### src/rtl/bt_pkg.sv
package bt_pkg;
  localparam int CTRL_W = 8;
  localparam logic [1:0] A_CTRL = 2'd0;
  localparam logic [1:0] A_PRE  = 2'd1;
  localparam logic [1:0] A_CNT2 = 2'd2;
  localparam logic [1:0] A_FLAG = 2'd3;

  typedef struct packed {
    logic       main_sel;
    logic       freeze;
    logic       cascade;
    logic [1:0] lcd_div;
    logic [2:0] rate;
  } bt_ctrl_t;
endpackage

### src/rtl/bt_regs.sv
module bt_regs #(
  parameter int CNT_W = 8
) (
  input  logic                   clk,
  input  logic                   rst,
  input  logic                   wr_en,
  input  logic [1:0]             addr,
  input  logic [7:0]             wdata,
  input  logic [CNT_W-1:0]       pre_cnt,
  input  logic [CNT_W-1:0]       cnt2,
  input  logic                   flag,
  output bt_pkg::bt_ctrl_t       ctrl,
  output logic [7:0]             rdata,
  output logic                   ld_pre,
  output logic                   ld_cnt2,
  output logic                   clr_flag
);
  import bt_pkg::*;

  bt_ctrl_t ctrl_q;

  assign ctrl     = ctrl_q;
  assign ld_pre   = wr_en && (addr == A_PRE);
  assign ld_cnt2  = wr_en && (addr == A_CNT2);
  assign clr_flag = wr_en && (addr == A_FLAG);

  always_ff @(posedge clk) begin
    if (rst) ctrl_q <= '0;
    else if (wr_en && addr == A_CTRL) ctrl_q <= bt_ctrl_t'(wdata);
  end

  always_ff @(posedge clk) begin
    if (rst) rdata <= '0;
    else begin
      case (addr)
        A_CTRL:  rdata <= 8'(ctrl_q);
        A_PRE:   rdata <= 8'(pre_cnt);
        A_CNT2:  rdata <= 8'(cnt2);
        default: rdata <= {7'd0, flag};
      endcase
    end
  end

  // a control write is visible in the next cycle
  p_ctrl_load_r1: assert property (@(posedge clk) disable iff (rst)
    (wr_en && addr == A_CTRL) |=> (8'(ctrl_q) == $past(wdata)));
endmodule

### src/rtl/bt_stage1.sv
module bt_stage1 #(
  parameter int CNT_W = 8
) (
  input  logic             clk,
  input  logic             rst,
  input  logic             tick_i,
  input  logic             hold_i,
  input  logic             ld_i,
  input  logic [CNT_W-1:0] ld_val_i,
  output logic [CNT_W-1:0] cnt_o,
  output logic             wrap_o
);
  logic [CNT_W-1:0] cnt_q;

  assign cnt_o  = cnt_q;
  assign wrap_o = tick_i && !hold_i && !ld_i && (cnt_q == '1);

  always_ff @(posedge clk) begin
    if (rst)                  cnt_q <= '0;
    else if (ld_i)            cnt_q <= ld_val_i;
    else if (tick_i && !hold_i) cnt_q <= cnt_q + 1'b1;
  end

  // one step per auxiliary tick, modulo the counter width
  p_step_r2: assert property (@(posedge clk) disable iff (rst)
    (tick_i && !hold_i && !ld_i) |=> (cnt_q == CNT_W'($past(cnt_q) + 1'b1)));
  // freeze keeps the prescaler still
  p_freeze_pre_r6: assert property (@(posedge clk) disable iff (rst)
    (hold_i && !ld_i) |=> (cnt_q == $past(cnt_q)));
endmodule

### src/rtl/bt_stage2.sv
module bt_stage2 #(
  parameter int CNT_W  = 8,
  parameter int RATE_W = 3
) (
  input  logic              clk,
  input  logic              rst,
  input  logic              aux_i,
  input  logic              main_i,
  input  logic              wrap_i,
  input  logic              main_sel_i,
  input  logic              cascade_i,
  input  logic              freeze_i,
  input  logic              ld_i,
  input  logic [CNT_W-1:0]  ld_val_i,
  input  logic [RATE_W-1:0] rate_i,
  input  logic              clr_i,
  output logic [CNT_W-1:0]  cnt_o,
  output logic              flag_o
);
  logic [CNT_W-1:0] cnt_q, cnt_nx;
  logic             src, step, rise, flag_q;

  always_comb begin
    if (cascade_i)       src = wrap_i;
    else if (main_sel_i) src = main_i;
    else                 src = aux_i;
    step   = src && !(cascade_i && freeze_i) && !ld_i;
    cnt_nx = cnt_q + 1'b1;
    rise   = step && !cnt_q[rate_i] && cnt_nx[rate_i];
  end

  assign cnt_o  = cnt_q;
  assign flag_o = flag_q;

  always_ff @(posedge clk) begin
    if (rst)       cnt_q <= '0;
    else if (ld_i) cnt_q <= ld_val_i;
    else if (step) cnt_q <= cnt_nx;
  end

  always_ff @(posedge clk) begin
    if (rst)        flag_q <= 1'b0;
    else if (rise)  flag_q <= 1'b1;
    else if (clr_i) flag_q <= 1'b0;
  end

  // in cascade mode only a prescaler wrap moves the second stage
  p_cascade_waits_r5: assert property (@(posedge clk) disable iff (rst)
    (cascade_i && !ld_i && !wrap_i) |=> (cnt_q == $past(cnt_q)));
  // freeze with cascade holds the second stage too
  p_freeze_both_r6: assert property (@(posedge clk) disable iff (rst)
    (cascade_i && freeze_i && !ld_i) |=> (cnt_q == $past(cnt_q)));
  // the flag only rises after some tick source was active
  p_flag_needs_tick_r8: assert property (@(posedge clk) disable iff (rst)
    $rose(flag_q) |-> $past(aux_i || main_i || wrap_i));
endmodule

### src/rtl/bt_lcd_tap.sv
module bt_lcd_tap #(
  parameter int CNT_W = 8,
  parameter int BASE  = 4
) (
  input  logic             clk,
  input  logic             rst,
  input  logic [CNT_W-1:0] cnt_i,
  input  logic [1:0]       sel_i,
  output logic             lcd_o
);
  localparam int TAPS = 4;
  logic [TAPS-1:0] taps;

  for (genvar g = 0; g < TAPS; g++) begin : g_tap
    assign taps[g] = cnt_i[BASE+g];
  end

  always_ff @(posedge clk) begin
    if (rst) lcd_o <= 1'b0;
    else     lcd_o <= taps[sel_i];
  end
endmodule

### src/rtl/basic_timer_cascade.sv
module basic_timer_cascade #(
  parameter int CNT_W    = 8,
  parameter int LCD_BASE = 4
) (
  input  logic       clk,
  input  logic       rst,
  input  logic       aux_en,
  input  logic       main_en,
  input  logic       wr_en,
  input  logic [1:0] addr,
  input  logic [7:0] wdata,
  output logic [7:0] rdata,
  output logic       irq,
  output logic       lcd_clk
);
  import bt_pkg::*;

  bt_ctrl_t         ctrl;
  logic [CNT_W-1:0] pre_cnt, cnt2;
  logic             ld_pre, ld_cnt2, clr_flag, wrap, flag;

  bt_regs #(.CNT_W(CNT_W)) u_regs (
    .clk(clk), .rst(rst), .wr_en(wr_en), .addr(addr), .wdata(wdata),
    .pre_cnt(pre_cnt), .cnt2(cnt2), .flag(flag), .ctrl(ctrl), .rdata(rdata),
    .ld_pre(ld_pre), .ld_cnt2(ld_cnt2), .clr_flag(clr_flag)
  );

  bt_stage1 #(.CNT_W(CNT_W)) u_pre (
    .clk(clk), .rst(rst), .tick_i(aux_en), .hold_i(ctrl.freeze),
    .ld_i(ld_pre), .ld_val_i(CNT_W'(wdata)), .cnt_o(pre_cnt), .wrap_o(wrap)
  );

  bt_stage2 #(.CNT_W(CNT_W), .RATE_W(3)) u_cnt2 (
    .clk(clk), .rst(rst), .aux_i(aux_en), .main_i(main_en), .wrap_i(wrap),
    .main_sel_i(ctrl.main_sel), .cascade_i(ctrl.cascade), .freeze_i(ctrl.freeze),
    .ld_i(ld_cnt2), .ld_val_i(CNT_W'(wdata)), .rate_i(ctrl.rate),
    .clr_i(clr_flag), .cnt_o(cnt2), .flag_o(flag)
  );

  bt_lcd_tap #(.CNT_W(CNT_W), .BASE(LCD_BASE)) u_lcd (
    .clk(clk), .rst(rst), .cnt_i(pre_cnt), .sel_i(ctrl.lcd_div), .lcd_o(lcd_clk)
  );

  assign irq = flag;
endmodule

### config.mk
export PLATFORM = sky130hd
export DESIGN_NAME = basic_timer_cascade
export DESIGN_NICKNAME = d
export VERILOG_FILES = /design/src/rtl/bt_pkg.sv /design/src/rtl/bt_regs.sv /design/src/rtl/bt_stage1.sv /design/src/rtl/bt_stage2.sv /design/src/rtl/bt_lcd_tap.sv /design/src/rtl/basic_timer_cascade.sv
export SDC_FILE = /design/constraint.sdc
export NUM_CORES = 1
export LEC_CHECK = 0
export ABC_AREA = 1
export BUFFER_PORTS_ARGS = -buffer_cell sky130_fd_sc_hd__buf_4
export CELL_PAD_IN_SITES_DETAIL_PLACEMENT = 1
export CELL_PAD_IN_SITES_GLOBAL_PLACEMENT = 2
export CORE_ASPECT_RATIO = 2
export CORE_MARGIN = 2
export CORE_UTILIZATION = 30
export CTS_CLUSTER_SIZE = 28
export DETAILED_ROUTE_END_ITERATION = 12
export PLACE_DENSITY_LB_ADDON = 0.12
export SKIP_CTS_REPAIR_TIMING = 1
export SLEW_MARGIN = 20
export SYNTH_ARGS = -nofsm -noshare
export SYNTH_HDL_FRONTEND = slang
export SYNTH_SLANG_ARGS = --single-unit
### constraint.sdc
create_clock -name clk -period 1.81 [get_ports clk]
set_input_delay 0.2715 -clock clk [delete_from_list [all_inputs] [get_ports clk]]
set_output_delay 0.2715 -clock clk [all_outputs]
set_load 0.01 [all_outputs]
## Yosys cells after proc, flatten, opt, wreduce, memory -nomap -nowiden

Index checks and enable logic that the tools add are counted.

| storage, ports and cells | value |
|---|---|
| output and inout bits | 10 |
| register bits after elaboration | 34 |
| word-level logic and storage cells | 54 |

| operators by class | value |
|---|---|
| mux-type cells | 15 |
| add/sub/neg operators | 2 |
| equal/unequal tests | 4 |
| order comparisons | 2 |
| reduce and logical (&&, ||, !) cells | 21 |

Operator list:

| cell | count |
|---|---|
| $mux W8 | 4 |
| $pmux W8 S3 | 1 |
| $add A8 B1 Y8 const B | 2 |
| $logic_and A1 B1 Y1 | 12 |
| $eq A8 B8 Y1 const B | 1 |
| $mux W1 | 7 |
| $bmux W1 S3 | 2 |
| $reduce_bool A2 Y1 | 3 |
| $logic_not A1 Y1 | 5 |
| $eq A2 B2 Y1 const B | 2 |
| $lt A3 B4 Y1 const B | 1 |
| $lt A2 B3 Y1 const B | 1 |
| $bmux W1 S2 | 1 |
| $eq A2 B1 Y1 const B | 1 |
| $logic_not A2 Y1 | 1 |

## Longest topological paths before layout

Gate-level depths: netlist of the first run.

| logic depth | value |
|---|---|
| word-level depth | 11 |
| depth in mapped cells | 11 |
| gate-level depth less buffers | 11 |

## Cells and area by module

From an unflattened synthesis of the first run, not the netlist that was laid out.

| second synthesis, totals | value |
|---|---|
| cell total of the unflattened synthesis | 329 |
| area, all modules | 2114.5 µm² |

Modules (own cells, without submodules):

| module | cells each | instances | sequential area each (µm²) | area each (µm²) |
|---|---|---|---|---|
| bt_regs | 113 | 1 | 320.3 | 783.3 |
| bt_stage2 | 110 | 1 | 180.2 | 703.2 |
| bt_stage1 | 92 | 1 | 160.2 | 555.5 |
| bt_lcd_tap | 14 | 1 | 20.0 | 72.6 |

## Least setup slack after synthesis of the first run

No wires, ideal clock.

| path | value |
|---|---|
| kind | reg-to-reg |
| from | register u_pre.cnt_q[0], in the netlist u_pre.cnt_o[0] |
| to | register u_cnt2.cnt_q[3], in the netlist u_cnt2.cnt_o[3] |
| setup time | 0.070 ns |
| slack | 0.306 ns |
| path buffers | 0 |
| arrival | 1.433 ns |
| required time | 1.740 ns |
| period minus slack after synthesis | 1.504 ns |
| cell stages (with the launch flop) | 10 |
| path through | dfxtp_1 -> ha_1 -> nand2_1 -> nor3_1 -> nand3_2 -> nand2_4 -> nor2_8 -> inv_2 -> o21ai_2 -> a21oi_1 |

| between the ends | value |
|---|---|
| cells in the longest elaborated chain, start to end | 6 |

Ends and longest elaborated chain:

| what | line | text |
|---|---|---|
| start: declaration | bt_stage1.sv:13 | `logic [CNT_W-1:0] cnt_q;` |
| start signal: assignment | bt_stage1.sv:20 | `else if (ld_i) cnt_q <= ld_val_i;` |
| start signal: assignment | bt_stage1.sv:21 | `else if (tick_i && !hold_i) cnt_q <= cnt_q + 1'b1;` |
| $eq A8 B8 Y1 | bt_stage1.sv:16 | `assign wrap_o = tick_i && !hold_i && !ld_i && (cnt_q == '1);` |
| $logic_and A1 B1 Y1 | bt_stage1.sv:16 |  |
| $mux W1 | bt_stage2.sv:24 | `if (cascade_i) src = wrap_i;` |
| $logic_and A1 B1 Y1 (2 in series) | bt_stage2.sv:27 | `step = src && !(cascade_i && freeze_i) && !ld_i;` |
| $reduce_bool A2 Y1 (no line) | -- |  |
| end signal: assignment | bt_stage2.sv:37 | `else if (ld_i) cnt_q <= ld_val_i;` |
| end signal: assignment | bt_stage2.sv:38 | `else if (step) cnt_q <= cnt_nx;` |
| end: declaration | bt_stage2.sv:20 | `logic [CNT_W-1:0] cnt_q, cnt_nx;` |

No other way between the ends.
A chain may end at the register's enable or synchronous reset.

## Worst setup path in the final report of the first run

| path | value |
|---|---|
| from | register u_pre.cnt_q[1], in the netlist u_pre.cnt_o[1] |
| to | register u_cnt2.cnt_q[2], in the netlist u_cnt2.cnt_o[2] |

Same word-level chain as after synthesis.

==> out/summary.log, run 1 <==
[placement] Placement Cell Area 2370 sq um
[routing] number of DRC violations after detailed routing 0
[yosys] Post-Syn Area 1970 sq um
[sta] setup repair after global routing missed its margin no
[sta] Tightest Pin Transition 0.313 ns
[clocking] maximum level of the CTS H-tree 2
[global_route] global-route wire length before repair 11.3 mm
[global_route] vias in the first global route 2169
[setup_path] highest fanout seen on the critical path 9
[clocking] TritonCTS clock tree built
[placement] detailed-placement wirelength estimate 5.78 mm
[final_layout] P&R area growth vs syn 27.7%
[worst_hold_path] Worst Hold Class input port to flop
[routing] routed wire length per instance 15.9 um
[clocking] clk_lat worst skew 0.28 ns
[sta] period utilization 89.0%
[final_layout] net count reported at finish 368
[placement] # port buffers 24
[power] highest ir drop seen on vdd 0.494 mV
[sta] setup_tns 0 ns
[yosys] sequential element share of the synthesized area 34.5%
[final_layout] non-filler instance count after layout 438
[sta] final-report setup violation count 0
[sta] maximum clock frequency 621 MHz
[final_layout] final design area excluding fillers 2520 sq um
[global_route] maximum number of pins on one net before global-route repair 17
[routing] DRT antenna net count 0
[clocking] clock tree buffer depth 2
[floorplanning] Die Outline Area 7280 sq um
[floorplanning] vertical die dimension 119 um
[power] post-layout total power 2010 uW
[global_route] antenna violations before repair 0
[routing] routed wire length 6.98 mm
[yosys] mean instance size in the synthesized netlist 6.41 sq um
[setup_path] endpoint kind of the worst setup timing path flop
[yosys] Unique masters post-synth 27
[floorplanning] Horiz. Die Dim 61.3 um
[routing] number of search-and-repair iterations in the first detailed-routing pass 4
[sta] Final Max Tran Viols 0
[sta] final worst path period need 1.61 ns
[setup_path] type of the worst setup path flop to flop
[sta] final hold violation count 0
[yosys] synthesized netlist cell count 308
[final_layout] diode insertion count for antenna repair 0
[setup_path] signal arrival time at the worst endpoint 1.82 ns
[yosys] Synth warnings 0
[power] LEAKAGE 0.00116 uW
[run] max-capacitance violation count 0
[yosys] FF+latch count, synth 34
[sta] remaining max-slew budget at the tightest pin 79.0%
[routing] detailed-route via count 2093
[setup_path] worst path required time 2.02 ns
[final_layout] layout cell share with drive strength beyond 1 18.2%
[floorplanning] Ports 25
[clocking] clock transition time at the flip-flop clock pins of the worst setup and hold paths 0.05 ns
[setup_path] kind of start point of the critical path flop
[clocking] cts bufs inserted 5
[power] ratio of total power to cell area 797 nW/um^2
[global_route] total congestion overflow 0
[sta] worst hold slack across all endpoints 0.264 ns
[floorplanning] area inside the core boundary 6360 sq um
[sta] Setup Skew 0.00451 ns
[routing] Vias per Instance 4.78
[routing] Detailed Route Iter0 Violations 61
[placement] dpl cells 430
[yosys] Net Count, Synth 325
[floorplanning] Row Count 41
[placement] routability congestion estimate 0.857
[clocking] total number of clock tree sinks 34
[run_status] status completed
[floorplanning] starting density of the core 31.0%
[global_route] total track usage 21.4%
[clocking] clock tree root driver cell sky130_fd_sc_hd__clkbuf_16
[area by class of cell]
type | count | area [sq um]
fill | 909 | 3840
sequential | 34 | 681
clock inverter | 1 | 5.00
tap | 86 | 108
multi-input combinational | 221 | 1100
inverter | 48 | 180
timing repair buffer | 41 | 308
clock buffer | 7 | 143
[critical path: stages (launching register included)]
cell and delay [ns]:
sky130_fd_sc_hd__dfxtp_1 0.37, sky130_fd_sc_hd__ha_1 0.19, sky130_fd_sc_hd__nand2_1 0.11, sky130_fd_sc_hd__nor3_2 0.25, sky130_fd_sc_hd__nand3_2 0.14, sky130_fd_sc_hd__nand2_4 0.12, sky130_fd_sc_hd__nor2_8 0.05, sky130_fd_sc_hd__inv_2 0.13
sky130_fd_sc_hd__nand2_1 0.06, sky130_fd_sc_hd__a21oi_1 0.12
[worst paths after layout]
| check | startpoint | to | slack, ns | cells past startpoint |
|---|---|---|---|---|
| max | u_pre.cnt_o[1] | u_cnt2.cnt_o[2] | 0.20 | 9 |
| min | wdata[4] | u_regs.ctrl[4] | 0.26 | 3 |
| max reg2reg | u_pre.cnt_o[1] | u_cnt2.cnt_o[2] | 0.20 | 9 |
| min reg2reg | u_pre.cnt_o[3] | u_pre.cnt_o[3] | 0.52 | 2 |
[kinds of logic (layout without fill, tap and decap cells)]
| kind of cell | count (synthesis) | after routing | synth area share, % |
|---|---|---|---|
| and+or+nand+nor | 150 | 150 | 34.0 |
| AOI/OAI and AO/OA | 65 | 65 | 18.3 |
| buffers and inverters | 53 | 97 | 10.2 |
| DFF | 34 | 34 | 34.5 |
| xor gates and xnor gates | 4 | 4 | 1.78 |
| adders and majority gates | 2 | 2 | 1.27 |
[layer usage]
layer,global-route usage (%),vias up,wire (um)
li1,-,1075,-
met1,21.9,992,2520
met2,41.3,18,4250
met3,3.06,8,95
met4,5.98,0,111
met5,0,-,0
[layout by cell type, fill, tap and decap left out, types with 4 or more instances in the layout]
cell type | Yosys | final
sky130_fd_sc_hd__inv_1 | 42 | 42
sky130_fd_sc_hd__xor2_1 | 4 | 4
sky130_fd_sc_hd__clkbuf_16 | 0 | 5
sky130_fd_sc_hd__nand2_1 | 92 | 92
sky130_fd_sc_hd__buf_4 | 0 | 41
sky130_fd_sc_hd__o21ai_2 | 4 | 4
sky130_fd_sc_hd__nor3_1 | 5 | 4
sky130_fd_sc_hd__a21oi_1 | 27 | 27
sky130_fd_sc_hd__dfxtp_1 | 34 | 34
sky130_fd_sc_hd__nor2_1 | 21 | 21
sky130_fd_sc_hd__nand3_1 | 20 | 20
sky130_fd_sc_hd__a31oi_1 | 5 | 5
sky130_fd_sc_hd__o21ai_0 | 23 | 23
[metrics by stage]
stage,util (%),setup slack (ns)
finish,39.6,0.200
detailed placement,37.2,0.0958
CTS,39.5,0.0729
global route,39.6,0.0135
global placement,37.2,0.177
floorplan,-,0.306
[sequential cells by signal, indices dropped and copies added, names as in the netlist]
name           count
u_regs.rdata       8
u_regs.ctrl        8
u_cnt2.flag_o      1
u_cnt2.cnt_o       8
u_pre.cnt_o        8
u_lcd.lcd_o        1
[power breakdown]
part | internal (uW) | total (uW) | leakage, uW | switching, uW
clock | 545 | 863 | 0.0000739 | 318
combinational | 129 | 326 | 0.000813 | 197
sequential | 786 | 819 | 0.000277 | 33.5
total | 1460 | 2010 | 0.00116 | 548
[cell usage after synthesis (all sizes together)]
cell type   n  area, sq um
nand2      96          385
inv        45          169
dfxtp      34          681
a21oi      27          135
o21ai      27          150
nor2       24          121
nand3      21          110
a31oi       5         31.3
nor3        5         25.0
xor2        4         35.0
clkbuf      3         11.3
clkinv      3         11.3
o211ai      3         22.5
buf         2         10.0
ha          2         25.0
nand3b      2         15.0
o22ai       2         12.5
nand4       1         6.26
nor3b       1         7.51
o2bb2ai     1         8.76
Power figures use the tool's default switching activity.
==> run 2, diff against run 1 <==
==> constraint.sdc (replaced) <==
create_clock -name clk -period 1.95 [get_ports clk]
set_input_delay 0.2925 -clock clk [delete_from_list [all_inputs] [get_ports clk]]
set_output_delay 0.2925 -clock clk [all_outputs]
set_load 0.01 [all_outputs]
==> run 2 against run 1 <==
First-iteration DRC count fell by 9.8%. Setup slack improved by 0.11 ns. Clock power fell by 6.5%. Final cell count fell by 1.6%. Critical path depth did not move. Critical path type unchanged. Highest routed layer unchanged. Design area fell by 2.1%. Register-to-register slack improved by 0.11 ns. Core utilization fell by 0.83 points. Via count rose by 0.72%. Largest power group unchanged. Die area did not move.
==> out/summary.log, run 2 (synthesis results as in run 1) <==
[worst_hold_path] number of instances on the worst hold path 3 [unchanged]
[setup_path] kind of start point of the critical path flop [unchanged]
[floorplanning] Row Count 41 [unchanged]
[global_route] total congestion overflow 0 [unchanged]
[sta] remaining max-slew budget at the tightest pin 64.3% [was 79.0%]
[setup_path] type of the worst setup path flop to flop [unchanged]
[final_layout] most frequent cells in the layout sky130_fd_sc_hd__nand2_1, sky130_fd_sc_hd__inv_1, sky130_fd_sc_hd__buf_4, sky130_fd_sc_hd__dfxtp_1, sky130_fd_sc_hd__a21oi_1 [was sky130_fd_sc_hd__nand2_1, sky130_fd_sc_hd__inv_1, sky130_fd_sc_hd__buf_4]
[sta] setup_tns 0 ns [unchanged]
[sta] period utilization 84.0% [was 89.0%]
[final_layout] non-filler instance count after layout 431 [was 438]
[sta] final-report setup violation count 0 [unchanged]
[floorplanning] starting density of the core 31.0% [unchanged]
[routing] number of search-and-repair iterations in the first detailed-routing pass 4 [unchanged]
[placement] # port buffers 24 [unchanged]
[sta] maximum clock frequency 610 MHz [was 621 MHz]
[final_layout] layout cell share with drive strength beyond 1 16.5% [was 18.2%]
[setup_path] Critical path destination u_cnt2.cnt_o[4] [was u_cnt2.cnt_o[2]]
[run_status] status completed [unchanged]
[routing] number of DRC violations after detailed routing 0 [unchanged]
[sta] final worst path period need 1.64 ns [was 1.61 ns]
[routing] detailed-route via count 2108 [was 2093]
[setup_path] ordered list of cells on the worst path ha_1 -> nand2_1 -> nor3_2 -> nand3_2 -> nand2_4 -> nor2_8 -> inv_2 -> nand2_1 -> a21oi_1 [unchanged]
[power] LEAKAGE 0.00113 uW [was 0.00116 uW]
[routing] Vias per Instance 4.89 [was 4.78]
[sta] Tightest Pin Transition 0.532 ns [was 0.313 ns]
[final_layout] total of fill cells in the finished design 879 [was 909]
[floorplanning] area inside the core boundary 6360 sq um [unchanged]
[final_layout] most common cell after layout, fill and taps aside sky130_fd_sc_hd__nand2_1 [unchanged]
[floorplanning] Die Outline Area 7280 sq um [unchanged]
[setup_path] depth of the worst register-to-register path 9 [unchanged]
[global_route] maximum number of pins on one net before global-route repair 20 [was 17]
[setup_path] highest fanout seen on the critical path 9 [unchanged]
[clocking] clock tree buffer depth 2 [unchanged]
[power] ratio of total power to cell area 753 nW/um^2 [was 797 nW/um^2]
[sta] Final Max Tran Viols 0 [unchanged]
[setup_path] Critical path origin u_pre.cnt_o[1] [unchanged]
[run] max-capacitance violation count 0 [unchanged]
[routing] routed wire length 6.94 mm [was 6.98 mm]
[routing] Detailed Route Iter0 Violations 55 [was 61]
[clocking] total number of clock tree sinks 34 [unchanged]
[global_route] antenna violations before repair 0 [unchanged]
[floorplanning] Horiz. Die Dim 61.3 um [unchanged]
[setup_path] Worst path depth 9 [unchanged]
[setup_path] Critical path buffers and inverters 1 [unchanged]
[clocking] TritonCTS clock tree built [unchanged]
[placement] detailed-placement wirelength estimate 5.69 mm [was 5.78 mm]
[clocking] clock tree root driver cell sky130_fd_sc_hd__clkbuf_16 [unchanged]
[global_route] total track usage 21.4% [about the same]
[placement] dpl cells 423 [was 430]
[power] highest ir drop seen on vdd 0.454 mV [was 0.494 mV]
[routing] DRT antenna net count 0 [unchanged]
[global_route] global-route wire length before repair 11.3 mm [about the same]
[final_layout] net count reported at finish 361 [was 368]
[floorplanning] vertical die dimension 119 um [unchanged]
[clocking] clk_lat worst skew 0.28 ns [about the same]
[setup_path] slack of the worst reg-to-reg path 0.31 ns [was 0.20 ns]
[setup_path] endpoint kind of the worst setup timing path flop [unchanged]
[worst_hold_path] source of the worst hold timing path wdata[4] [unchanged]
[setup_path] Top Family by Delay on Critical Path simple AND/OR/NAND/NOR gates [unchanged]
[setup_path] terminus of the critical flop-to-flop path u_cnt2.cnt_o[4] [was u_cnt2.cnt_o[2]]
[setup_path] Critical R2R Launch u_pre.cnt_o[1] [unchanged]
[final_layout] diode insertion count for antenna repair 0 [unchanged]
[clocking] clock transition time at the flip-flop clock pins of the worst setup and hold paths 0.05 ns [about the same]
[clocking] maximum level of the CTS H-tree 2 [unchanged]
[floorplanning] Ports 25 [unchanged]
[sta] final hold violation count 0 [unchanged]
[final_layout] utilization after layout 38.8% [was 39.6%]
[setup_path] slowest stage cell, crit path sky130_fd_sc_hd__dfxtp_1 [unchanged]
[setup_path] critical path's most frequent cell sky130_fd_sc_hd__nand2_1 [unchanged]
[routing] routed wire length per instance 16.1 um [was 15.9 um]
[setup_path] signal arrival time at the worst endpoint 1.85 ns [was 1.82 ns]
[setup_path] delay of the slowest cell on the worst path 0.38 ns [was 0.37 ns]
[setup_path] worst path required time 2.16 ns [was 2.02 ns]
[worst_hold_path] Worst Hold Class input port to flop [unchanged]
[global_route] vias in the first global route 2216 [was 2169]
[final_layout] P&R area growth vs syn 25.0% [was 27.7%]
[sta] setup repair after global routing missed its margin no [unchanged]
[sta] Setup Skew 0.00561 ns [was 0.00451 ns]
[placement] routability congestion estimate 0.846 [was 0.857]
[clocking] cts bufs inserted 5 [unchanged]
run 2: layout make-up:
type	count	area, sq um	area share (%)
Clock buffer	7	143	5.78
Timing Repair Buffer	34	255	10.3
Multi-Input combinational cell	221	1100	44.4
Sequential cell	34	681	27.6
Inverter	48	180	7.30
Tap cell	86	108	4.36
Clock inverter	1	5.00	0.203
run 2: worst reg2reg max path, cell delays in order, from the launching register on:
cell	delay (ns)
sky130_fd_sc_hd__dfxtp_1	0.38
sky130_fd_sc_hd__ha_1	0.19
sky130_fd_sc_hd__nand2_1	0.11
sky130_fd_sc_hd__nor3_2	0.26
sky130_fd_sc_hd__nand3_2	0.13
sky130_fd_sc_hd__nand2_4	0.11
sky130_fd_sc_hd__nor2_8	0.05
sky130_fd_sc_hd__inv_2	0.13
sky130_fd_sc_hd__nand2_1	0.07
sky130_fd_sc_hd__a21oi_1	0.12
run 2: how the worst min path moves through the flow:
stage / endpoint / slack, ns
2_1_floorplan: u_regs.ctrl[4] / 0.42
3_3_place_gp: u_pre.cnt_o[5] / 0.52
3_5_place_dp: u_pre.cnt_o[5] / 0.53
4_1_cts: u_regs.ctrl[6] / 0.29
5_1_grt: u_regs.ctrl[4] / 0.31
6_report: u_regs.ctrl[4] / 0.28
run 2: per-layer routing:
layer | share of wire (%) | wire [um] | global-route usage (%) | up-vias
li1 | - | - | - | 1056
met1 | 36 | 2500 | 22.3 | 1015
met2 | 60 | 4140 | 39.1 | 24
met3 | 1.6 | 110 | 3.28 | 13
met4 | 2.8 | 192 | 9.71 | 0
met5 | 0 | 0 | 0 | -
run 2: where the power goes:
part | switching (uW) | internal, uW
clock | 301 | 506
sequential | 37.4 | 729
combinational | 176 | 108
total | 514 | 1340
run 2: stage by stage:
stage	hold WS, ns	power (uW)	instance area [sq um]	setup slack, ns
after floorplan	0.421	942	1970	0.446
after global placement	0.518	1070	2310	0.112
after detailed placement	0.533	1070	2310	0.118
after CTS	0.289	1880	2460	0.156
after global routing	0.307	1930	2470	0.0875
final	0.284	1860	2470	0.312
